### config.mk
export PLATFORM = sky130hd
export DESIGN_NAME = ssq_conv_seq
export DESIGN_NICKNAME = d
export VERILOG_FILES = /design/src/rtl/ssq_pkg.sv /design/src/rtl/ssq_acq_timer.sv /design/src/rtl/ssq_conv_stub.sv /design/src/rtl/ssq_seq_fsm.sv /design/src/rtl/ssq_conv_seq.sv
export SDC_FILE = /design/constraint.sdc
export NUM_CORES = 1
export LEC_CHECK = 0
export BUFFER_PORTS_ARGS = -buffer_cell sky130_fd_sc_hd__buf_2
export CORE_ASPECT_RATIO = 0.6
export CORE_MARGIN = 2
export CORE_UTILIZATION = 50
export DETAILED_ROUTE_END_ITERATION = 7
export PLACE_DENSITY = 0.76
export SLEW_MARGIN = 10
export SYNTH_ARGS = -nofsm -noshare
export SYNTH_HDL_FRONTEND = slang
export SYNTH_SLANG_ARGS = --single-unit
### constraint.sdc
create_clock -name clk -period 2.39 [get_ports clk]
set_input_delay 0.239 -clock clk [delete_from_list [all_inputs] [get_ports clk]]
set_output_delay 0.239 -clock clk [all_outputs]
set_load 0.02 [all_outputs]
### src/rtl/ssq_pkg.sv
package ssq_pkg;

    localparam int unsigned ACQ_CYC_DEF  = 20;
    localparam int unsigned CONV_CYC_DEF = 40;
    localparam int unsigned SMP_W_DEF    = 11;
    localparam int unsigned NCH          = 4;
    localparam int unsigned CTRL_W       = 8;

    localparam int unsigned CTRL_QUAD_POS = 3;
    localparam int unsigned CTRL_IE_POS   = 7;
    localparam int unsigned STAT_DONE_POS = 0;
    localparam int unsigned STAT_BUSY_POS = 1;

    typedef enum logic [1:0] {
        CH_U   = 2'd0,
        CH_V   = 2'd1,
        CH_W   = 2'd2,
        CH_AUX = 2'd3
    } ch_e;

    typedef struct packed {
        logic ie;
        logic quad;
    } ctrl_t;

    function automatic ch_e first_chan(input logic quad);
        return quad ? CH_U : CH_V;
    endfunction

    function automatic logic [1:0] last_slot(input logic quad);
        return quad ? 2'd3 : 2'd1;
    endfunction

    function automatic ch_e slot_to_chan(input logic quad, input logic [1:0] slot);
        return ch_e'(quad ? slot : slot + 2'd1);
    endfunction

    function automatic logic [CTRL_W-1:0] ctrl_image(input ctrl_t c);
        logic [CTRL_W-1:0] img;
        img = '0;
        img[CTRL_QUAD_POS] = c.quad;
        img[CTRL_IE_POS]   = c.ie;
        return img;
    endfunction

    function automatic ctrl_t ctrl_decode(input logic [CTRL_W-1:0] w);
        ctrl_t c;
        c.quad = w[CTRL_QUAD_POS];
        c.ie   = w[CTRL_IE_POS];
        return c;
    endfunction

    function automatic logic [CTRL_W-1:0] ctrl_mask();
        logic [CTRL_W-1:0] m;
        m = '0;
        m[CTRL_QUAD_POS] = 1'b1;
        m[CTRL_IE_POS]   = 1'b1;
        return m;
    endfunction

endpackage

### src/rtl/ssq_acq_timer.sv
module ssq_acq_timer
    import ssq_pkg::*;
#(
    parameter int unsigned ACQ_CYC = ACQ_CYC_DEF
) (
    input  logic clk,
    input  logic rst,
    input  logic restart,
    output logic ready
);
    localparam int unsigned AW = (ACQ_CYC > 2) ? $clog2(ACQ_CYC) : 1;
    localparam logic [AW-1:0] LAST = AW'(ACQ_CYC - 1);

    logic [AW-1:0] cnt_q;

    always_ff @(posedge clk) begin
        if (rst || restart) begin
            cnt_q <= '0;
        end else if (cnt_q != LAST) begin
            cnt_q <= cnt_q + 1'b1;
        end
    end

    assign ready = (cnt_q == LAST);

    // once the interval has elapsed it stays elapsed until the next group ends
    p_ready_sticky_r2: assert property (@(posedge clk) disable iff (rst)
        (ready && !restart) |=> ready);

endmodule

### src/rtl/ssq_conv_stub.sv
module ssq_conv_stub
    import ssq_pkg::*;
#(
    parameter int unsigned CONV_CYC = CONV_CYC_DEF,
    parameter int unsigned SMP_W    = SMP_W_DEF
) (
    input  logic             clk,
    input  logic             rst,
    input  logic             go,
    input  logic [SMP_W-1:0] din,
    output logic             done,
    output logic [SMP_W:0]   dout
);
    localparam int unsigned CW = (CONV_CYC > 2) ? $clog2(CONV_CYC) : 1;
    localparam logic [CW-1:0] LAST = CW'(CONV_CYC - 1);

    logic             run_q;
    logic [CW-1:0]    cnt_q;
    logic [SMP_W-1:0] data_q;

    always_ff @(posedge clk) begin
        if (rst) begin
            run_q  <= 1'b0;
            cnt_q  <= '0;
            data_q <= '0;
        end else if (go) begin
            run_q  <= 1'b1;
            cnt_q  <= '0;
            data_q <= din;
        end else if (done) begin
            run_q  <= 1'b0;
        end else if (run_q) begin
            cnt_q  <= cnt_q + 1'b1;
        end
    end

    assign done = run_q && (cnt_q == LAST);
    assign dout = {data_q, 1'b0};

    // a fresh conversion never completes on the very next cycle
    p_no_early_done_r5: assert property (@(posedge clk) disable iff (rst)
        go |=> !done);

endmodule

### src/rtl/ssq_seq_fsm.sv
module ssq_seq_fsm
    import ssq_pkg::*;
#(
    parameter int unsigned SMP_W = SMP_W_DEF
) (
    input  logic                       clk,
    input  logic                       rst,
    input  logic                       conv_start,
    input  logic                       acq_ready,
    input  logic                       quad_cfg,
    input  logic [NCH-1:0][SMP_W-1:0]  ain_vec,
    input  logic                       cv_done,
    output logic                       go,
    output logic [SMP_W-1:0]           go_data,
    output logic                       busy,
    output logic                       wr_en,
    output ch_e                        cur_ch,
    output logic                       grp_end
);
    logic                      busy_q;
    logic                      pend_q;
    logic                      quad_q;
    logic [1:0]                slot_q;
    logic [NCH-1:0][SMP_W-1:0] hold_q;

    logic accept;
    logic is_last;
    ch_e  next_ch;

    always_comb begin
        accept  = !busy_q && acq_ready && (conv_start || pend_q);
        is_last = (slot_q == last_slot(quad_q));
        cur_ch  = slot_to_chan(quad_q, slot_q);
        next_ch = slot_to_chan(quad_q, slot_q + 2'd1);
        wr_en   = busy_q && cv_done;
        grp_end = wr_en && is_last;
        go      = accept || (wr_en && !is_last);
        go_data = accept ? ain_vec[first_chan(quad_cfg)] : hold_q[next_ch];
    end

    always_ff @(posedge clk) begin
        if (rst) begin
            busy_q <= 1'b0;
            pend_q <= 1'b0;
            quad_q <= 1'b0;
            slot_q <= '0;
            hold_q <= '0;
        end else if (accept) begin
            busy_q <= 1'b1;
            pend_q <= 1'b0;
            quad_q <= quad_cfg;
            slot_q <= '0;
            hold_q <= ain_vec;
        end else begin
            if (!busy_q && conv_start) begin
                pend_q <= 1'b1;
            end
            if (wr_en) begin
                if (is_last) begin
                    busy_q <= 1'b0;
                end else begin
                    slot_q <= slot_q + 2'd1;
                end
            end
        end
    end

    assign busy = busy_q;

    // a group runs until its last channel finishes
    p_busy_hold_r7: assert property (@(posedge clk) disable iff (rst)
        (busy_q && !grp_end) |=> busy_q);

    // held samples do not move during a group
    p_hold_stable_r3: assert property (@(posedge clk) disable iff (rst)
        (busy_q && !grp_end) |=> $stable(hold_q));

    // no start is remembered across a busy period
    p_no_pend_busy_r7: assert property (@(posedge clk) disable iff (rst)
        busy_q |=> !pend_q);

endmodule

### src/rtl/ssq_conv_seq.sv
module ssq_conv_seq
    import ssq_pkg::*;
#(
    parameter int unsigned ACQ_CYC  = ACQ_CYC_DEF,
    parameter int unsigned CONV_CYC = CONV_CYC_DEF,
    parameter int unsigned SMP_W    = SMP_W_DEF,
    localparam int unsigned RES_W   = SMP_W + 1
) (
    input  logic              clk,
    input  logic              rst,
    input  logic              conv_start,
    input  logic [SMP_W-1:0]  ain_u,
    input  logic [SMP_W-1:0]  ain_v,
    input  logic [SMP_W-1:0]  ain_w,
    input  logic [SMP_W-1:0]  ain_aux,
    input  logic              ctrl_we,
    input  logic [CTRL_W-1:0] ctrl_wdata,
    output logic [CTRL_W-1:0] ctrl_q,
    input  logic              stat_rd,
    output logic [CTRL_W-1:0] stat_q,
    output logic [RES_W-1:0]  res_u,
    output logic [RES_W-1:0]  res_v,
    output logic [RES_W-1:0]  res_w,
    output logic [RES_W-1:0]  res_aux,
    output logic              busy,
    output logic              irq
);
    localparam int unsigned GW = $clog2(ACQ_CYC + 1);

    ctrl_t                      ctrl_r;
    logic                       eoc_q;
    logic [NCH-1:0][SMP_W-1:0]  ain_vec;
    logic [NCH-1:0][RES_W-1:0]  res_q;

    logic             acq_ready;
    logic             go;
    logic [SMP_W-1:0] go_data;
    logic             cv_done;
    logic [SMP_W:0]   cv_dout;
    logic             wr_en;
    ch_e              cur_ch;
    logic             grp_end;
    logic             unused_wbits;

    assign ain_vec      = {ain_aux, ain_w, ain_v, ain_u};
    assign unused_wbits = ^(ctrl_wdata & ~ctrl_mask());

    ssq_acq_timer #(.ACQ_CYC(ACQ_CYC)) u_acq (
        .clk     (clk),
        .rst     (rst),
        .restart (grp_end),
        .ready   (acq_ready)
    );

    ssq_seq_fsm #(.SMP_W(SMP_W)) u_fsm (
        .clk        (clk),
        .rst        (rst),
        .conv_start (conv_start),
        .acq_ready  (acq_ready),
        .quad_cfg   (ctrl_r.quad),
        .ain_vec    (ain_vec),
        .cv_done    (cv_done),
        .go         (go),
        .go_data    (go_data),
        .busy       (busy),
        .wr_en      (wr_en),
        .cur_ch     (cur_ch),
        .grp_end    (grp_end)
    );

    ssq_conv_stub #(.CONV_CYC(CONV_CYC), .SMP_W(SMP_W)) u_cv (
        .clk  (clk),
        .rst  (rst),
        .go   (go),
        .din  (go_data),
        .done (cv_done),
        .dout (cv_dout)
    );

    always_ff @(posedge clk) begin
        if (rst) begin
            ctrl_r <= '0;
        end else if (ctrl_we) begin
            ctrl_r <= ctrl_decode(ctrl_wdata);
        end
    end

    always_ff @(posedge clk) begin
        if (rst) begin
            eoc_q <= 1'b0;
        end else if (grp_end) begin
            eoc_q <= 1'b1;
        end else if (stat_rd) begin
            eoc_q <= 1'b0;
        end
    end

    for (genvar g = 0; g < NCH; g++) begin : g_res
        always_ff @(posedge clk) begin
            if (rst) begin
                res_q[g] <= '0;
            end else if (wr_en && (int'(cur_ch) == g)) begin
                res_q[g] <= cv_dout;
            end
        end
    end

    always_comb begin
        stat_q                = '0;
        stat_q[STAT_DONE_POS] = eoc_q;
        stat_q[STAT_BUSY_POS] = busy;
        ctrl_q                = ctrl_image(ctrl_r);
        irq                   = eoc_q && ctrl_r.ie;
    end

    assign res_u   = res_q[CH_U];
    assign res_v   = res_q[CH_V];
    assign res_w   = res_q[CH_W];
    assign res_aux = res_q[CH_AUX];

    // idle-run counter used only by the gap property below
    logic [GW-1:0] gap_q;
    always_ff @(posedge clk) begin
        if (rst || busy) begin
            gap_q <= '0;
        end else if (gap_q != GW'(ACQ_CYC)) begin
            gap_q <= gap_q + 1'b1;
        end
    end

    p_acq_gap_r2: assert property (@(posedge clk) disable iff (rst)
        $rose(busy) |-> (gap_q >= GW'(ACQ_CYC)));

    p_flag_at_end_r8: assert property (@(posedge clk) disable iff (rst)
        $rose(eoc_q) |-> $fell(busy));

    p_read_clears_r8: assert property (@(posedge clk) disable iff (rst)
        (stat_rd && !grp_end) |=> !eoc_q);

    p_res_idle_r11: assert property (@(posedge clk) disable iff (rst)
        !busy |=> $stable(res_q));

    p_write_busy_r11: assert property (@(posedge clk) disable iff (rst)
        !$stable(res_q) |-> $past(busy));

endmodule

-- After elaboration in Yosys (flattened, before gate mapping)
Index checks and enable logic that the tools add are counted.
- bits in registers: 119
- input port bits: 57
- output and inout port bits: 66
- equality and inequality tests: 7
- reductions and logical operators: 27
- bitwise logic cells: 2
- $lt $le $gt $ge: 2
- multiplexer cells: 16
- add/sub/neg operators: 4
- operators by type and width (kind ; count):
    binary-select mux 11 bit (select 2 bit) ; 2
    2-to-1 mux 11 bit ; 3
    logical AND 1 bit ; 12
    2-to-1 mux 1 bit ; 8
    nonzero test 2 bit ; 4
    adder 6 x 1 -> 6 bit (second input constant) ; 1
    equality test 6 bit (second input constant) ; 1
    less-than comparator 2 x 3 -> 1 bit (second input constant) ; 2
    2-to-1 mux 2 bit ; 3
    AND reduction 2 bit ; 3
    adder 5 x 1 -> 5 bit (second input constant) ; 1
    equality test 5 bit (second input constant) ; 1
    inequality test 5 bit (second input constant) ; 1
    adder 2 x 1 -> 2 bit (second input constant) ; 2
    equality test 2 bit (second input constant) ; 2
    OR reduction 2 bit ; 2
    logical OR 1 bit ; 3
    equality test 2 x 1 -> 1 bit (second input constant) ; 1
    equality test 2 bit ; 1
    logical NOT 1 bit ; 2
    logical NOT 2 bit ; 1
    inverter 1 bit ; 2

-- Longest topological paths before layout
Gate-level depths: netlist of the first run.
- depth in word-level cells: 6
- depth in mapped cells: 7

-- Hierarchy
A second synthesis of the first run with hierarchy kept.
- cell total of the unflattened synthesis: 639
- area, all modules: 5711.7 µm²
- modules (own cells, without submodules) (module ; cells an instance ; times used ; sequential area each (µm²) ; area each (µm²)):
    ssq_seq_fsm ; 338 ; 1 ; 980.9 ; 2585.0
    ssq_conv_seq ; 199 ; 1 ; 1021.0 ; 2135.8
    ssq_conv_stub ; 82 ; 1 ; 360.3 ; 778.2
    ssq_acq_timer ; 20 ; 1 ; 100.1 ; 212.7

-- Least setup slack after synthesis of the first run
No wires, ideal clock.
- kind: reg2reg
- from: reg u_acq.cnt_q[0]
- to: reg u_cv.data_q[0]
- data arrival time: 1.627 ns
- stages on the path, launching flop included: 8
- library setup time: 0.141 ns
- clock period less this slack: 1.768 ns
- setup slack: 0.622 ns
- cell sequence: dfxtp_1 > ha_1 > nand4bb_4 > or3_1 > clkbuf_1 > buf_4 > o21ai_2 > a311oi_1
- cells in the longest elaborated chain, start to end: 4
- elaborated cells on any way between the ends: 5
- ends and longest elaborated chain (element ; RTL line ; text):
    start: declaration ; ssq_acq_timer.sv:14 ; logic [AW-1:0] cnt_q;
    start signal: assignment ; ssq_acq_timer.sv:20 ; cnt_q <= cnt_q + 1'b1;
    equality test 5 bit * ; ssq_acq_timer.sv:24 ; assign ready = (cnt_q == LAST);
    logical AND 1 bit * (2 in a row) ; ssq_seq_fsm.sv:31 ; accept = !busy_q && acq_ready && (conv_start || pend_q);
    2-to-1 mux 11 bit or logical OR 1 bit (tied branches) ; ssq_seq_fsm.sv:38, ssq_seq_fsm.sv:37 ;
    end signal: assignment ; ssq_conv_stub.sv:29 ; data_q <= din;
    end: declaration ; ssq_conv_stub.sv:19 ; logic [SMP_W-1:0] data_q;
Every way passes the cells marked *; elsewhere a longest branch is shown, timed or not.
A chain may end at the register's enable or synchronous reset.

-- Worst setup path after layout of the first run
- from: reg u_acq.cnt_q[0]
- to: reg u_cv.data_q[6]
Same word-level chain as after synthesis.

==> flow_metrics.tcl, run 1 <==
set metrics [dict create \
    track_usage 0.252 \
    multi_input_area_sq_um 2950 \
    path_max_fanout 30 \
    grt_first_pass_wirelength_microns 23800 \
    crit_start "u_acq.cnt_q[0]" \
    final_common_cell "dfxtp_1" \
    die_height_microns 86.7 \
    postRouteAntennaNets 0 \
    status "completed" \
    power_density_nw_per_um2 709 \
    nets 793 \
    yosys_warnings 0 \
    io_buffers 100 \
    synthAdderAreaFrac 0.00440 \
    rr_endpoint "u_cv.data_q[6]" \
    rows 30 \
    relSlewSlack 0.638 \
    crit_path_end "u_cv.data_q[6]" \
    async_flop_share 0 \
    cts_root_buf "clkbuf_16" \
    hpwlAfterDp_microns 10500 \
    cts.sinks 119 \
    finalWeightedCongestion 0.833 \
    hold_viol 0 \
    cts_tree "built" \
    min_delay_path_depth 3 \
    reg2reg_depth 6 \
    crit_type "flip-flop to flip-flop" \
    crit_required_ps 2650 \
    synth_top_family_by_area "simple AND/OR/NAND/NOR gates" \
    yosys.area.top_type "dfxtp_1" \
    worstMarginPinSlew_ps 543 \
    skew_ps 8.78 \
    drt_pass1_iterations 5 \
    viasPerCell 5.75 \
    cpPeakStageDelay_ps 630 \
    ys_ff_latch 119 \
    rsz0062_at_grt "no" \
    hold_slack_ps 56.5 \
    hold_class "input port to flip-flop" \
    area_delta_synth_final_pct 19.6 \
    grt_pass1_vias 4671 \
    cap_violations 0 \
    holdBufCountCts 0 \
    wl_per_cell_microns 17.1 \
    synthDistinctLibCells 51 \
    grt.overflow.total 0 \
    synth-xor-area-share 0.0138 \
    wirelength_microns 15200 \
    fill_cells 926 \
    register_area_sq_um 2380 \
    synthSimpleGateAreaFrac 0.178 \
    die_w_microns 142 \
    coreArea_sq_um 11200 \
    ios 123 \
    fin_crit_sh 0.896 \
    h-tree-depth 4 \
    die_area_sq_um 12300 \
    clkTransAtPathRegs_ps 60 \
    clock_path_buffers 2 \
    grt_max_degree 61 \
    antenna_found_initial 0 \
    synthesis.area_sq_um 5690 \
    p_leak_uw 0.00263 \
    cp_slowest_cell "or3_2" \
    vdd_drop_max_uv 459 \
    worstPathArrival_ps 2400 \
    synthCells 652 \
    crit_path_start_kind "flip-flop" \
    drc 0 \
    insertion_delay_ps 420 \
    max_freq_mhz 467 \
    dr_total_vias 5127 \
    min_period_ps 2140 \
    final-max-slew-violation-count 0 \
    setup_tns_ps 0 \
    synth.yosys.seq_area_share 0.418 \
    layout-drive-gt1-share 0.225 \
    endpoint_kind "flip-flop" \
    layout_common_cells "118 x dfxtp_1, 102 x nand2_1, 99 x buf_2" \
    start_util 0.509 \
    antenna_cells 0 \
    crit_chain "ha_1 -> nand4bb_4 -> or3_2 -> buf_4 -> o211ai_1 -> a311oi_1" \
    synth_area_leaders "dfxtp_1 42%, mux2i_1 13%, nand2_1 6.7%" \
    synth_mux_area_frac 0.150 \
    cts_buffers 17 \
    drt-initial-drc-count 509 \
    syn_area_per_cell_sq_um 8.73 \
    synth-compound-area-share 0.159 \
    timing.rr.start "u_acq.cnt_q[0]" \
    synthFlopType "dfxtp_1" \
    cts_resized 0 \
    post_cts_buffers 0 \
    synth_edf_count 0 \
    yosysTopAreaCellShare 0.418 \
    r2r_slack_ps 250 \
    setup-violations-final 0 \
]
-- sequential cells by signal (all words and copies together) (netlist names), 2 cells and up --
register / cells
res_aux: 11
u_acq.cnt_q: 5
res_w: 11
u_cv.data_q: 11
ctrl_q: 2
res_u: 11
u_fsm.hold_q: 44
res_v: 11
u_cv.cnt_q: 6
u_fsm.slot_q: 2
-- cell families (layout without fill, tap and decap cells) --
| logic type | count (synthesis) | count (layout) |
|---|---|---|
| AOI/OAI and AO/OA | 137 | 137 |
| DFF | 119 | 119 |
| buffers and inverters | 78 | 158 |
| adders and majority gates | 2 | 2 |
| xor gates and xnor gates | 9 | 9 |
| muxes | 83 | 83 |
| other | 1 | 16 |
| and+or+nand+nor | 223 | 223 |
-- worst min-delay path by stage --
| stage | startpoint | endpoint |
|---|---|---|
| after floorplan | ain_aux[0] | u_fsm.hold_q[33] |
| after global placement | u_fsm.hold_q[21] | u_fsm.hold_q[21] |
| after detailed placement | u_fsm.hold_q[19] | u_fsm.hold_q[19] |
| after CTS | ain_w[1] | u_fsm.hold_q[23] |
| after global routing | ain_w[10] | u_fsm.hold_q[32] |
| final | ain_w[1] | u_fsm.hold_q[23] |
-- routing by layer --
layer | part of all wire | wire length (microns) | GRT usage | vias to the layer above
li1 | - | - | - | 2417
met1 | 0.46 | 6980 | 0.351 | 2484
met2 | 0.46 | 7040 | 0.390 | 205
met3 | 0.066 | 1000 | 0.0624 | 21
met4 | 0.012 | 187 | 0.0745 | 0
met5 | 0 | 0 | 0 | -
-- through the flow --
stage	utilization	setup WS, ps	power, uW	area, sq um	instances
after floorplan	-	622	2150	5750	667
after global placement	0.554	370	2190	6200	859
after detailed placement	0.554	293	2200	6200	859
after CTS	0.609	262	4840	6810	891
after global routing	0.609	94.4	4960	6810	891
final	0.609	249	4830	6810	891
-- report_power, final --
group	total [uW]	switching (uW)	internal [uW]
registers	2000	5.82	1990
logic	159	98.8	59.8
clock network	2680	935	1740
-- synth_stat cells, types with 3 or more instances --
cell      instances
clkbuf_1         29
buf_6             4
xnor2_1           5
dfxtp_1         119
mux2_2           10
xor2_1            4
nor3b_1           3
o211ai_1         10
a211oi_1         13
buf_2            16
a221oi_1         10
mux2i_1          72
a21oi_1          62
nor3_1           12
a311oi_1          9
o21bai_1          9
and3b_1           9
inv_1             6
nand3b_1          3
nor2_1           72
o31ai_1           9
buf_4            23
nand3_1           5
nand2_1         102
-- area by class of cell --
class                   count  share of cell area
flip-flops and latches    119               0.350
inverters                   6             0.00331
well taps                 144              0.0265
repair buffers            120              0.0977
clock buffers              20              0.0641
clock inverters            12              0.0261
multi-input cells         470               0.432
-- critical path: cells and delay by family (launching register included) --
| kind | cells | cell delay (ps) |
|---|---|---|
| and+or+nand+nor | 2 | 760 |
| AOI/OAI and AO/OA | 2 | 240 |
| adders and majority gates | 1 | 290 |
| DFF | 1 | 370 |
| buffers and inverters | 1 | 300 |
Power figures use the tool's default switching activity.
==> run 2, diff against run 1 <==
RECOVER_POWER = 50   (was unset)
==> run 2 against run 1 <==
Sequential power barely moved. Worst hold slack better by 2.2 ps. Flip-flop and latch count did not move. Total power decreased by 0.15%. Maximum frequency is 2.8% lower. Sequential share of layout area is 0.48 points higher. Die area is the same. Non-clock buffer count is the same. Highest routed layer unchanged. Clock-buffer cell count unchanged. Design area decreased by 1.4%. Largest cell class unchanged. Via count shrank 1.5%.
==> flow_metrics.tcl, run 2 (synthesis results as in run 1) <==
set metrics [dict create \
    status "completed" \
    clock_path_buffers 2 \
    setup_tns_ps 0 \
    largest_reg_flops 44 \
    clkTransAtPathRegs_ps 60 \
    power_density_nw_per_um2 718 \
    nets 793 \
    setup-violations-final 0 \
    drt-initial-drc-count 456 \
    r2r_slack_ps 190 \
    die_w_microns 142 \
    cpPeakStageDelay_ps 380 \
    vdd_drop_max_uv 458 \
    cp_slowest_cell "clkbuf_1" \
    grt_pass1_vias 4671 \
    final_common_cell "dfxtp_1" \
    crit_chain "ha_1 -> nand4bb_4 -> buf_4 -> nor3_4 -> clkbuf_1 -> a21oi_1 -> a311o_1" \
    timing.rr.start "u_acq.cnt_q[0]" \
    cts_root_buf "clkbuf_16" \
    relSlewSlack 0.324 \
    cts_resized 0 \
    largest_register "u_fsm.hold_q" \
    cts_buffers 17 \
    post_cts_buffers 0 \
    p_seq_frac 0.414 \
    cell_internal_pwr_uw 3790 \
    postRouteAntennaNets 0 \
    min_period_ps 2200 \
    io_buffers 100 \
    cap_violations 0 \
    area_delta_synth_final_pct 18.0 \
    max_freq_mhz 454 \
    hold_viol 0 \
    viasPerCell 5.67 \
    skew_ps 8.19 \
    crit_required_ps 2700 \
    holdBufCountCts 0 \
    endpoint_kind "flip-flop" \
    combPwrFrac 0.033 \
    crit_type "flip-flop to flip-flop" \
    min_to "u_fsm.hold_q[23]" \
    drc 0 \
    rows 30 \
    rr_endpoint "u_cv.data_q[10]" \
    fin_crit_sh 0.922 \
    rsz0062_at_grt "no" \
    final_cells 891 \
    antenna_cells 0 \
    start_util 0.509 \
    path_buf_inv 2 \
    track_usage 0.252 \
    die_area_sq_um 12300 \
    min_delay_path_depth 3 \
    hpwlAfterDp_microns 10500 \
    worstMarginPinSlew_ps 1010 \
    finalWeightedCongestion 0.833 \
    placed_cells 859 \
    p_leak_uw 0.00239 \
    drt_pass1_iterations 4 \
    layout-drive-gt1-share 0.149 \
    wl_per_cell_microns 17.0 \
    antenna_found_initial 0 \
    min-delay-start "ain_w[1]" \
    die_height_microns 86.7 \
    dr_total_vias 5048 \
    power_frac_clock 0.553 \
    h-tree-depth 4 \
    grt_first_pass_wirelength_microns 23800 \
    ios 123 \
    swShare 0.214 \
    insertion_delay_ps 420 \
    grt_max_degree 61 \
    layout_common_cells "119 x dfxtp_1, 102 x nand2_1, 72 x mux2i_1, 72 x nor2_1, 62 x a21oi_1" \
    worstPathArrival_ps 2510 \
    wirelength_microns 15100 \
    final-max-slew-violation-count 0 \
    critPathTopFamily "buffers and inverters" \
    grt.overflow.total 0 \
    crit_path_start_kind "flip-flop" \
    fill_cells 964 \
    cts_tree "built" \
    hold_class "input port to flip-flop" \
    reg2reg_depth 7 \
    path_max_fanout 9 \
    cts.sinks 119 \
    coreArea_sq_um 11200 \
    power.switching_uw 1030 \
]
-- run 2: cell count changes in the layout (fill, tap and decap cells not counted), moves of 2 or more --
cell and delta:
clkbuf_2 +2, clkbuf_1 +53, buf_2 -50, a211oi_2 -2
a211oi_1 +2, buf_4 -5
-- run 2: metal layers --
layer,vias up,wire (microns),track usage,share of wire
met4,0,223,0.0745,0.015
li1,2420,-,-,-
met5,-,0,0,0
met2,166,6900,0.390,0.46
met1,2440,7120,0.351,0.47
met3,22,886,0.0624,0.059
-- run 2: worst max-delay path by stage --
stage	start	to	slack (ps)	cells after the start
finish	u_acq.cnt_q[0]	u_cv.data_q[10]	190	7
global placement	u_acq.cnt_q[0]	u_cv.data_q[2]	370	6
floorplan	u_acq.cnt_q[0]	u_cv.data_q[0]	620	7
detailed placement	u_acq.cnt_q[0]	u_cv.data_q[6]	290	6
CTS	u_acq.cnt_q[0]	u_cv.data_q[6]	260	6
global route	u_fsm.quad_q	res_u[8]	70	5
-- run 2: final cells by class --
cell class | instances | area [sq um] | area share
clock inverters | 12 | 178 | 0.0265
multi-input cells | 470 | 2930 | 0.436
well taps | 144 | 180 | 0.0268
clock buffers | 20 | 437 | 0.0650
flip-flops and latches | 119 | 2380 | 0.355
inverters | 6 | 22.5 | 0.00335
repair buffers | 120 | 587 | 0.0874
-- run 2: metrics by stage --
step / worst slack [ps] / power, uW / util / area, sq um / hold WS [ps]
global route: 68.7 / 4960 / 0.600 / 6720 / 67.6
floorplan: 622 / 2150 / - / 5750 / 375
global placement: 370 / 2190 / 0.554 / 6200 / 458
finish: 186 / 4820 / 0.600 / 6720 / 58.7
detailed placement: 293 / 2200 / 0.554 / 6200 / 464
CTS: 262 / 4840 / 0.609 / 6810 / 47.7
-- run 2: worst min-delay path: stages --
cell and delay, ps:
buf_2 100, nand2_1 50, a21oi_1 50
-- run 2: power by group through the flow --
stage	clock [uW]	sequential, uW	combinational (uW)
5_1_grt	2790	2000	171
4_1_cts	2690	2000	157
2_1_floorplan	0	2040	106
6_report	2670	2000	157
3_5_place_dp	0	2040	155
3_3_place_gp	0	2040	151
==> run 3, diff against run 2 <==
BUFFER_PORTS_ARGS = unset   (was -buffer_cell sky130_fd_sc_hd__buf_2)
DONT_BUFFER_PORTS = 1   (was unset)
PLACE_DENSITY = 0.67   (was 0.76)
==> run 3 against run 2 <==
Design area is 1.3% higher. Clock power is 2% higher. Die area stayed put. Core utilization is 0.77 points higher. Critical endpoint unchanged. Largest cell class unchanged. Highest routed layer unchanged.
==> flow_metrics.tcl, run 3 (synthesis results as in run 1) <==
set metrics [dict create \
    grt_pass1_vias 4539 \
    cap_violations 0 \
    hold_class "input port to flip-flop" \
    setup-violations-final 0 \
    max_freq_mhz 451 \
    swShare 0.210 \
    cts_buffers 17 \
    skew_ps 9.24 \
    wl_per_cell_microns 18.2 \
    layout_common_cells "118 x dfxtp_1, 102 x nand2_1, 72 x mux2i_1, 72 x nor2_1, 62 x a21oi_1" \
    cts_root_buf "clkbuf_16" \
    ios 123 \
    reg2reg_depth 6 \
    cts_tree "built" \
    topRoutingLayerUsed "met4" \
    start_util 0.509 \
    cell_internal_pwr_uw 3870 \
    crit_required_ps 2740 \
    area_delta_synth_final_pct 19.5 \
    fill_cells 972 \
    grt_max_degree 108 \
    largest_reg_flops 44 \
    holdBufCountCts 47 \
    path_max_fanout 16 \
    status "completed" \
    die_area_sq_um 12300 \
    power_density_nw_per_um2 720 \
    layout-drive-gt1-share 0.0939 \
    p_seq_frac 0.409 \
    track_usage 0.251 \
    min_delay_path_depth 2 \
    combPwrFrac 0.034 \
    drt_pass1_iterations 5 \
    io_buffers 0 \
    clkTransAtPathRegs_ps 50 \
    final-max-slew-violation-count 0 \
    drt-met1-wl_microns 7250 \
    cts_resized 0 \
    setup_tns_ps 0 \
    route.met2.wl_microns 6730 \
    postRouteAntennaNets 0 \
    hold_viol 0 \
    antenna_found_initial 0 \
    hpwlAfterDp_microns 9930 \
    fin_crit_sh 0.928 \
    endpoint_kind "flip-flop" \
    post_cts_buffers 0 \
    min_to "u_fsm.hold_q[3]" \
    p_leak_uw 0.00236 \
    grt.overflow.total 0 \
    h-tree-depth 4 \
    relSlewSlack 0.446 \
    crit_path_start_kind "flip-flop" \
    min_period_ps 2220 \
    drc 0 \
    antenna_cells 0 \
    nets 738 \
    drt-initial-drc-count 495 \
    dr_total_vias 4848 \
    worstPathArrival_ps 2570 \
    worstMarginPinSlew_ps 832 \
    largest_register "u_fsm.hold_q" \
    hold_slack_ps 17.8 \
    grt_first_pass_wirelength_microns 23800 \
    met3_length_microns 980 \
    crit_type "flip-flop to flip-flop" \
    coreArea_sq_um 11200 \
    vdd_drop_max_uv 516 \
    clock_path_buffers 2 \
    power.switching_uw 1030 \
    finalWeightedCongestion 0.833 \
    rows 30 \
    rsz0062_at_grt "no" \
    r2r_slack_ps 170 \
    min-delay-start "ain_u[3]" \
    die_height_microns 86.7 \
    rr_endpoint "u_cv.data_q[10]" \
    timing.rr.start "u_acq.cnt_q[0]" \
    viasPerCell 5.80 \
    die_w_microns 142 \
    cts.sinks 119 \
    wirelength_microns 15200 \
    insertion_delay_ps 420 \
    power_frac_clock 0.557 \
    final_common_cell "dfxtp_1" \
]
run 3: worst max-delay path by stage:
stage	start	endpoint	slack [ps]	cells after the start
3_5_place_dp	u_acq.cnt_q[0]	u_cv.data_q[9]	220	6
2_1_floorplan	u_acq.cnt_q[0]	u_cv.data_q[0]	620	7
5_1_grt	u_acq.cnt_q[0]	u_cv.data_q[9]	70	6
6_report	u_acq.cnt_q[0]	u_cv.data_q[10]	170	6
3_3_place_gp	u_acq.cnt_q[0]	u_cv.data_q[9]	310	6
4_1_cts	u_acq.cnt_q[0]	u_cv.data_q[10]	160	6
run 3: layout make-up:
| class | count | area, sq um | share of cell area |
|---|---|---|---|
| multi-input combinational | 470 | 2940 | 0.432 |
| sequential | 119 | 2380 | 0.350 |
| timing repair buffer | 65 | 644 | 0.0947 |
| clock buffer | 20 | 457 | 0.0671 |
| tap | 144 | 180 | 0.0265 |
| clock inverter | 12 | 175 | 0.0257 |
| inverter | 6 | 22.5 | 0.00331 |
run 3: power by group through the flow:
stage               combinational (uW)  sequential, uW  clock, uW
floorplan                          106            2040          0
global placement                  66.3            2050          0
detailed placement                67.7            2050          0
CTS                                164            2000       2730
global route                       178            2010       2840
finish                             165            2000       2730
run 3: metal layers:
metal  vias to the layer above  track usage
met2                       161        0.374
met3                        27       0.0558
li1                       2329            -
met4                         0       0.0891
met5                         -            0
met1                      2331        0.358
run 3: critical path, cell delays in order, from the launching register on:
cell       delay [ps]
dfxtp_1           370
ha_1              280
nand4bb_4         180
or3_2             680
buf_4             270
nor3_1            220
a311o_1           160
run 3: through the flow:
| step | std cells | cell area (sq um) | setup slack [ps] | power (uW) | util |
|---|---|---|---|---|---|
| after floorplan | 667 | 5750 | 622 | 2150 | - |
| after global placement | 757 | 5700 | 311 | 2110 | 0.510 |
| after detailed placement | 757 | 5700 | 225 | 2120 | 0.510 |
| after CTS | 836 | 6820 | 164 | 4900 | 0.610 |
| after global routing | 836 | 6800 | 70.1 | 5020 | 0.608 |
| final | 836 | 6800 | 173 | 4900 | 0.608 |
